--- src/rtl/wdt_warm_pkg.sv ---
package wdt_warm_pkg;
  localparam int DATA_W = 8;
  localparam int ADDR_W = 2;

  localparam logic [ADDR_W-1:0] ADDR_CTRL = 2'd0;
  localparam logic [ADDR_W-1:0] ADDR_CFG  = 2'd1;
  localparam logic [ADDR_W-1:0] ADDR_EVT  = 2'd2;

  // status/control bit positions
  localparam int BIT_TO    = 0;
  localparam int BIT_EN    = 1;
  localparam int BIT_KEEPA = 4;
  localparam int BIT_IRQ   = 5;
  localparam int BIT_KEEPB = 6;
  localparam int BIT_FAIL  = 7;

  // configuration bits that survive a warm reset
  localparam logic [DATA_W-1:0] CFG_KEEP_MASK = 8'hF0;

  typedef struct packed {
    logic svcRead;
    logic warmClr;
  } dpStrobe_t;
endpackage

--- src/rtl/wdt_warm_count.sv ---
module wdt_warm_count
  import wdt_warm_pkg::*;
#(
  parameter int CNT_W = 16
) (
  input  logic             clk,
  input  logic             porRst,
  input  logic             runEn,
  input  dpStrobe_t        strobe,
  input  logic [CNT_W-1:0] termValue,
  output logic             hit
);
  logic [CNT_W-1:0] count;
  logic             expired;
  logic             clrNow;

  assign clrNow = strobe.svcRead | strobe.warmClr;

  always_comb begin
    hit = runEn && !expired && (count == termValue) && !clrNow;
  end

  always_ff @(posedge clk or posedge porRst) begin
    if (porRst) begin
      count   <= '0;
      expired <= 1'b0;
    end else if (clrNow) begin
      count   <= '0;
      expired <= 1'b0;
    end else if (hit) begin
      expired <= 1'b1;
    end else if (runEn && !expired && count != termValue) begin
      count <= count + 1'b1;
    end
  end

  // once expired, the count does not move until serviced
  a_r6_frozen: assert property (@(posedge clk) disable iff (porRst)
    (expired && !clrNow) |=> $stable(count));

  // a service read reloads the counter
  a_r7_reload: assert property (@(posedge clk) disable iff (porRst)
    strobe.svcRead |=> (count == '0) && !expired);
endmodule

--- src/rtl/wdt_warm_ctrl.sv ---
module wdt_warm_ctrl
  import wdt_warm_pkg::*;
(
  input  logic              clk,
  input  logic              porRst,
  input  logic              rdEn,
  input  logic [ADDR_W-1:0] rdAddr,
  input  logic              wrEn,
  input  logic [ADDR_W-1:0] wrAddr,
  input  logic [DATA_W-1:0] wrData,
  input  logic              hit,
  output dpStrobe_t         strobe,
  output logic              runEn,
  output logic [DATA_W-1:0] rdData,
  output logic              sysFailOut,
  output logic              irqOut,
  output logic              warmRstOut
);
  logic              toFlag, ctrlEn, keepA, keepB, maskBit, sysFail, irqPend;
  logic [DATA_W-1:0] cfgReg, rdQ, rdMux, ctrlView;
  logic              irqMode, svcRead, warmClr;

  assign irqMode = maskBit && !toFlag;
  assign svcRead = rdEn && (rdAddr == ADDR_CTRL);
  assign warmClr = toFlag;

  assign strobe.svcRead = svcRead;
  assign strobe.warmClr = warmClr;
  assign runEn          = ctrlEn;

  always_comb begin
    ctrlView            = '0;
    ctrlView[BIT_TO]    = toFlag;
    ctrlView[BIT_EN]    = ctrlEn;
    ctrlView[BIT_KEEPA] = keepA;
    ctrlView[BIT_IRQ]   = irqPend;
    ctrlView[BIT_KEEPB] = keepB;
    ctrlView[BIT_FAIL]  = sysFail;
    case (rdAddr)
      ADDR_CTRL: rdMux = ctrlView;
      ADDR_CFG:  rdMux = cfgReg;
      ADDR_EVT:  rdMux = {{(DATA_W-1){1'b0}}, maskBit};
      default:   rdMux = '0;
    endcase
  end

  always_ff @(posedge clk or posedge porRst) begin
    if (porRst) begin
      toFlag  <= 1'b0;
      ctrlEn  <= 1'b0;
      keepA   <= 1'b0;
      keepB   <= 1'b0;
      maskBit <= 1'b0;
      sysFail <= 1'b0;
      irqPend <= 1'b0;
      cfgReg  <= '0;
      rdQ     <= '0;
    end else begin
      if (warmClr) begin
        toFlag  <= 1'b0;
        ctrlEn  <= 1'b0;
        maskBit <= 1'b0;
        irqPend <= 1'b0;
        cfgReg  <= cfgReg & CFG_KEEP_MASK;
      end else begin
        if (wrEn) begin
          case (wrAddr)
            ADDR_CTRL: begin
              ctrlEn <= wrData[BIT_EN];
              keepA  <= wrData[BIT_KEEPA];
              keepB  <= wrData[BIT_KEEPB];
            end
            ADDR_CFG: cfgReg  <= wrData;
            ADDR_EVT: maskBit <= wrData[0];
            default: ;
          endcase
        end
        if (hit) begin
          if (irqMode) begin
            irqPend <= 1'b1;
            maskBit <= 1'b0;
          end else begin
            toFlag <= 1'b1;
          end
        end
        if (svcRead) irqPend <= 1'b0;
      end
      if (svcRead) sysFail <= 1'b0;
      else if (hit && !irqMode) sysFail <= 1'b1;
      if (rdEn) rdQ <= rdMux;
    end
  end

  assign rdData     = rdQ;
  assign sysFailOut = sysFail;
  assign irqOut     = irqPend;
  assign warmRstOut = toFlag;

  // the warm-reset request lasts one cycle
  a_r2_warm_pulse: assert property (@(posedge clk) disable iff (porRst)
    warmRstOut |=> !warmRstOut);

  // system-failure accompanies the warm-reset request
  a_r2_fail_with_warm: assert property (@(posedge clk) disable iff (porRst)
    warmRstOut |-> sysFailOut);

  // kept configuration and control bits survive the warm reset
  a_r3_keep_bits: assert property (@(posedge clk) disable iff (porRst)
    warmClr |=> (cfgReg == ($past(cfgReg) & CFG_KEEP_MASK)) && $stable(keepA)
                && $stable(keepB) && !ctrlEn && !maskBit);

  // system-failure is held until a status read
  a_r4_fail_hold: assert property (@(posedge clk) disable iff (porRst)
    (sysFailOut && !svcRead) |=> sysFailOut);

  // an interrupt never coincides with a timeout-reset request
  a_r5_irq_not_reset: assert property (@(posedge clk) disable iff (porRst)
    irqOut |-> !warmRstOut);

  // read data lags the request by one cycle and is unchanged otherwise
  a_r8_rd_hold: assert property (@(posedge clk) disable iff (porRst)
    !rdEn |=> $stable(rdData));
endmodule

--- src/rtl/wdt_warm_top.sv ---
module wdt_warm_top
  import wdt_warm_pkg::*;
#(
  parameter int CNT_W = 16
) (
  input  logic             clk,
  input  logic             porRst,
  input  logic             rdEn,
  input  logic [1:0]       rdAddr,
  output logic [7:0]       rdData,
  input  logic             wrEn,
  input  logic [1:0]       wrAddr,
  input  logic [7:0]       wrData,
  input  logic [CNT_W-1:0] termValue,
  output logic             sysFailOut,
  output logic             irqOut,
  output logic             warmRstOut
);
  dpStrobe_t strobe;
  logic      hit;
  logic      runEn;

  wdt_warm_ctrl u_ctrl (
    .clk        (clk),
    .porRst     (porRst),
    .rdEn       (rdEn),
    .rdAddr     (rdAddr),
    .wrEn       (wrEn),
    .wrAddr     (wrAddr),
    .wrData     (wrData),
    .hit        (hit),
    .strobe     (strobe),
    .runEn      (runEn),
    .rdData     (rdData),
    .sysFailOut (sysFailOut),
    .irqOut     (irqOut),
    .warmRstOut (warmRstOut)
  );

  wdt_warm_count #(.CNT_W(CNT_W)) u_count (
    .clk       (clk),
    .porRst    (porRst),
    .runEn     (runEn),
    .strobe    (strobe),
    .termValue (termValue),
    .hit       (hit)
  );
endmodule

--- config.mk ---
export PLATFORM = sky130hd
export DESIGN_NAME = wdt_warm_top
export DESIGN_NICKNAME = d
export VERILOG_FILES = /design/src/rtl/wdt_warm_pkg.sv /design/src/rtl/wdt_warm_count.sv /design/src/rtl/wdt_warm_ctrl.sv /design/src/rtl/wdt_warm_top.sv
export SDC_FILE = /design/constraint.sdc
export NUM_CORES = 1
export LEC_CHECK = 0
export BUFFER_PORTS_ARGS = -buffer_cell sky130_fd_sc_hd__buf_2
export CORE_ASPECT_RATIO = 0.5
export CORE_MARGIN = 2
export CORE_UTILIZATION = 25
export CTS_BUF_LIST = sky130_fd_sc_hd__clkbuf_8
export CTS_CLUSTER_DIAMETER = 30
export CTS_CLUSTER_SIZE = 12
export DETAILED_ROUTE_END_ITERATION = 12
export PLACE_DENSITY = 0.51
export SETUP_SLACK_MARGIN = 0.15
export SYNTH_ARGS = -nofsm -noshare
export SYNTH_HDL_FRONTEND = slang
export SYNTH_SLANG_ARGS = --single-unit
--- constraint.sdc ---
create_clock -name clk -period 2.52 [get_ports clk]
set_clock_uncertainty 0.1 [all_clocks]
set_input_delay 0.756 -clock clk [delete_from_list [all_inputs] [get_ports clk]]
set_output_delay 0.756 -clock clk [all_outputs]
set_load 0.02 [all_outputs]
==> results.md <==
- Outcome: finished, final reports clean
- Min-delay src: u_ctrl.keepB$_DFFE_PP0P_
- Die W: 135 um
- IO Pins: 43
- Clk pwr share: 0.303
- Placed Cells: 367
- Filler-free cell count of the finished design: 375
- Unrepaired setup endpoints after global routing: false
- First-pass GRT wire length: 8.84 mm
- Starting Density: 0.261
- EDFF count, synth: 0
- Ranking of synthesized cells by area: dfrtp_1, xor2_1, mux2i_1, or4_1, mux2_2
- DRT Pass-1 Iters: 4
- Num CTS Buffers: 5
- Number of diodes: 0
- CP Max Fanout: 33
- Maximum VDD drop: 0.230 mV
- Period utilisation layout: 0.886
- Max-slew violations: 0
- Worst hold path class: reg -> reg
- R2R cell count: 6
- Die height: 69.3 um
- Switching part of the total power: 0.307
- Core Util, Final: 0.319
- Vias in the first global route: 1818
- Largest net degree at the start of global routing: 41
- Commonest cells after routing, fill and taps aside: buf_2, dfrtp_1, xor2_1
- Synth Flop Type: dfrtp_1
- Clock slew at reported path FFs: 0.08 ns
- PD cells: 597 nW/um2
- Drt first-iter violations: 64
- Post-CTS Setup Inserts: 0
- Die ar.: 9320 um2
- Layout cell share with drive strength beyond 1: 0.259
- Combinational share of power: 0.187
- GRT overflow: 0
- RR Endpoint: u_ctrl.sysFailOut$_DFFE_PP0P_
- Ys async rst share: 1.00
- CP Class: in -> reg
- Crit path arrival time: 2.34 ns
- Seq/Total Area, Yosys: 0.470
- Max cap viols: 0
- Vias: 1778
- Drt drc: 0
- Synthesis Warnings: 0
- Met2 GRT Util: 0.191
- Reg-to-reg startpoint: u_count.count[5]$_DFFE_PP0P_
- Worst path depth: 7
- Clk buf depth: 2
- Slowest cell on the critical path: nor4_1
- Crit-path cells: buf_2, xor2_1, nor4_1, and4_1, buf_12, nand2_1, o31ai_1
- Fin crit period: 2.23 ns
- Worst-skew pair later-pin latency: 0.30 ns
- Critical path's largest stage delay: 0.53 ns
- Yosys cell types: 35
- Layout Nets: 295
- Htree depth: 2
- Detail Placement HPWL: 3.91 mm
- Final wirelength: 5.22 mm
- # rows: 23
- Syn nets: 248
- Fmax: 0.448 GHz
- Worst rel slew slack: 0.629
- Vias per cell: 4.74
- Actual slew at the worst max-slew pin: 0.552 ns
- Synth-to-Final Area Change: 22.1%
- M3 GR Usage: 0.0329
- WL per Instance: 13.9 um
- I/O Buffers: 42
- Routability Congestion: 0.801
- Seq cells post-synth: 40
- Final hold slack: 0.417 ns
- CTS tree: yes
- Initial antenna violation count: 0
- GR peak layer: met2
- Internal: 1.08 mW
- Mapped Cells: 215
- Hold-critical path depth: 1
- Post-Syn Area per Cell: 9.90 um2
- CORE AREA: 8140 um2
- Area leader, netlist: dfrtp_1
- R2r setup slk: 0.33 ns
- Worst Path Buf+Inv: 2
- Fin. Hold Viols: 0
- CP endpoint kind: flip-flop
- Post-CTS sizing: 0
- Register share of total power: 0.510
- Min-Delay Endpoint: u_ctrl.keepB$_DFFE_PP0P_
- Sink Count: 40
- Critical Path RT: 2.62 ns
- P_leak: 1.22 nW
- All-layer global routing usage: 0.119
- Setup crit start kind: input pin
- Crit-path leading delay family: simple AND/OR/NAND/NOR gates
- Synth top area share: 0.470
- Commonest non-fill, non-tap cell in the layout: buf_2
- Synthesized area: 2130 um2
- Sw power: 476 uW
- Clk root buf: clkbuf_8
- Post-DRT Antenna Nets: 0
- Hold_buf cts: 0
- Met1 Resource Use GR: 0.154
- Final setup viols: 0
[kinds of logic after synthesis]
family                     share of synthesized area
xor gates and xnor gates                      0.0658
muxes                                         0.0881
DFF                                            0.470
AOI/OAI and AO/OA                              0.124
and+or+nand+nor                                0.194
adders and majority gates                    0.00587
buffers and inverters                         0.0517
[registers in the layout, indices dropped and copies added, names as in the netlist]
| register | cells |
|---|---|
| u_ctrl.keepA | 1 |
| u_ctrl.keepB | 1 |
| u_ctrl.runEn | 1 |
| u_ctrl.rdData | 8 |
| u_ctrl.maskBit | 1 |
| u_ctrl.irqOut | 1 |
| u_count.expired | 1 |
| u_ctrl.cfgReg | 8 |
| u_count.count | 16 |
| u_ctrl.sysFailOut | 1 |
| u_ctrl.warmRstOut | 1 |
[how the worst max path moves through the flow]
stage                                                to                          from  slack (ns)
after floorplan           u_ctrl.sysFailOut$_DFFE_PP0P_                  termValue[9]        0.33
after global placement     u_count.count[9]$_DFFE_PP0P_                  termValue[5]        0.06
after detailed placement  u_ctrl.sysFailOut$_DFFE_PP0P_                  termValue[5]      -0.002
after CTS                 u_ctrl.sysFailOut$_DFFE_PP0P_                  termValue[5]        0.31
after global routing      u_ctrl.sysFailOut$_DFFE_PP0P_  u_count.count[4]$_DFFE_PP0P_        0.20
final                     u_ctrl.sysFailOut$_DFFE_PP0P_                  termValue[5]        0.29
[cells in the mapped netlist, drive strengths merged (2+ instances only)]
cell type / number
a21oi: 13
a31oi: 3
and3: 2
and4: 3
buf: 6
clkbuf: 7
dfrtp: 40
inv: 10
mux2: 6
mux2i: 12
nand2: 11
nand2b: 3
nand3: 7
nand3b: 2
nand4: 6
nor2: 12
nor2b: 2
nor3: 5
nor4: 5
o211ai: 3
o21a: 2
o21ai: 6
o22ai: 7
o31ai: 8
or3: 3
or4: 10
xor2: 16
[worst register-to-register path, cell delays in order, from the launching register on]
cell and delay [ns]:
dfrtp_1 0.46, xor2_1 0.19, nor4_1 0.53, and4_1 0.32, buf_12 0.18, nand2_1 0.09, o31ai_1 0.22
[power groups by stage]
stage,clock network (mW),registers (mW),logic [mW]
final,0.470,0.792,0.290
after global routing,0.521,0.806,0.331
after CTS,0.494,0.793,0.296
after detailed placement,0,0.806,0.295
after global placement,0,0.802,0.284
after floorplan,0,0.800,0.180
[final cells by class]
type	count	area (um2)
flip-flops and latches	40	1000
multi-input cells	152	1020
repair buffers	53	305
clock inverters	2	15.0
clock buffers	6	82.6
fillers	857	5540
well taps	112	140
inverters	10	37.5
[routing by layer]
layer  up-vias  wire length (um)
met5         -                 0
met4         0                73
met3         7               171
met2        25              2340
met1       863              2630
li1        883                 -
[per-stage QoR]
stage	instance area, um2	setup slack (ns)	power, mW	TNS, ns
floorplan	2130	0.325	0.980	0
global placement	2500	0.0564	1.09	0
detailed placement	2500	-0.00196	1.10	-0.00196
CTS	2600	0.312	1.58	0
global route	2600	0.205	1.66	0
finish	2600	0.286	1.55	0
(Power assumes the default switching activity.)
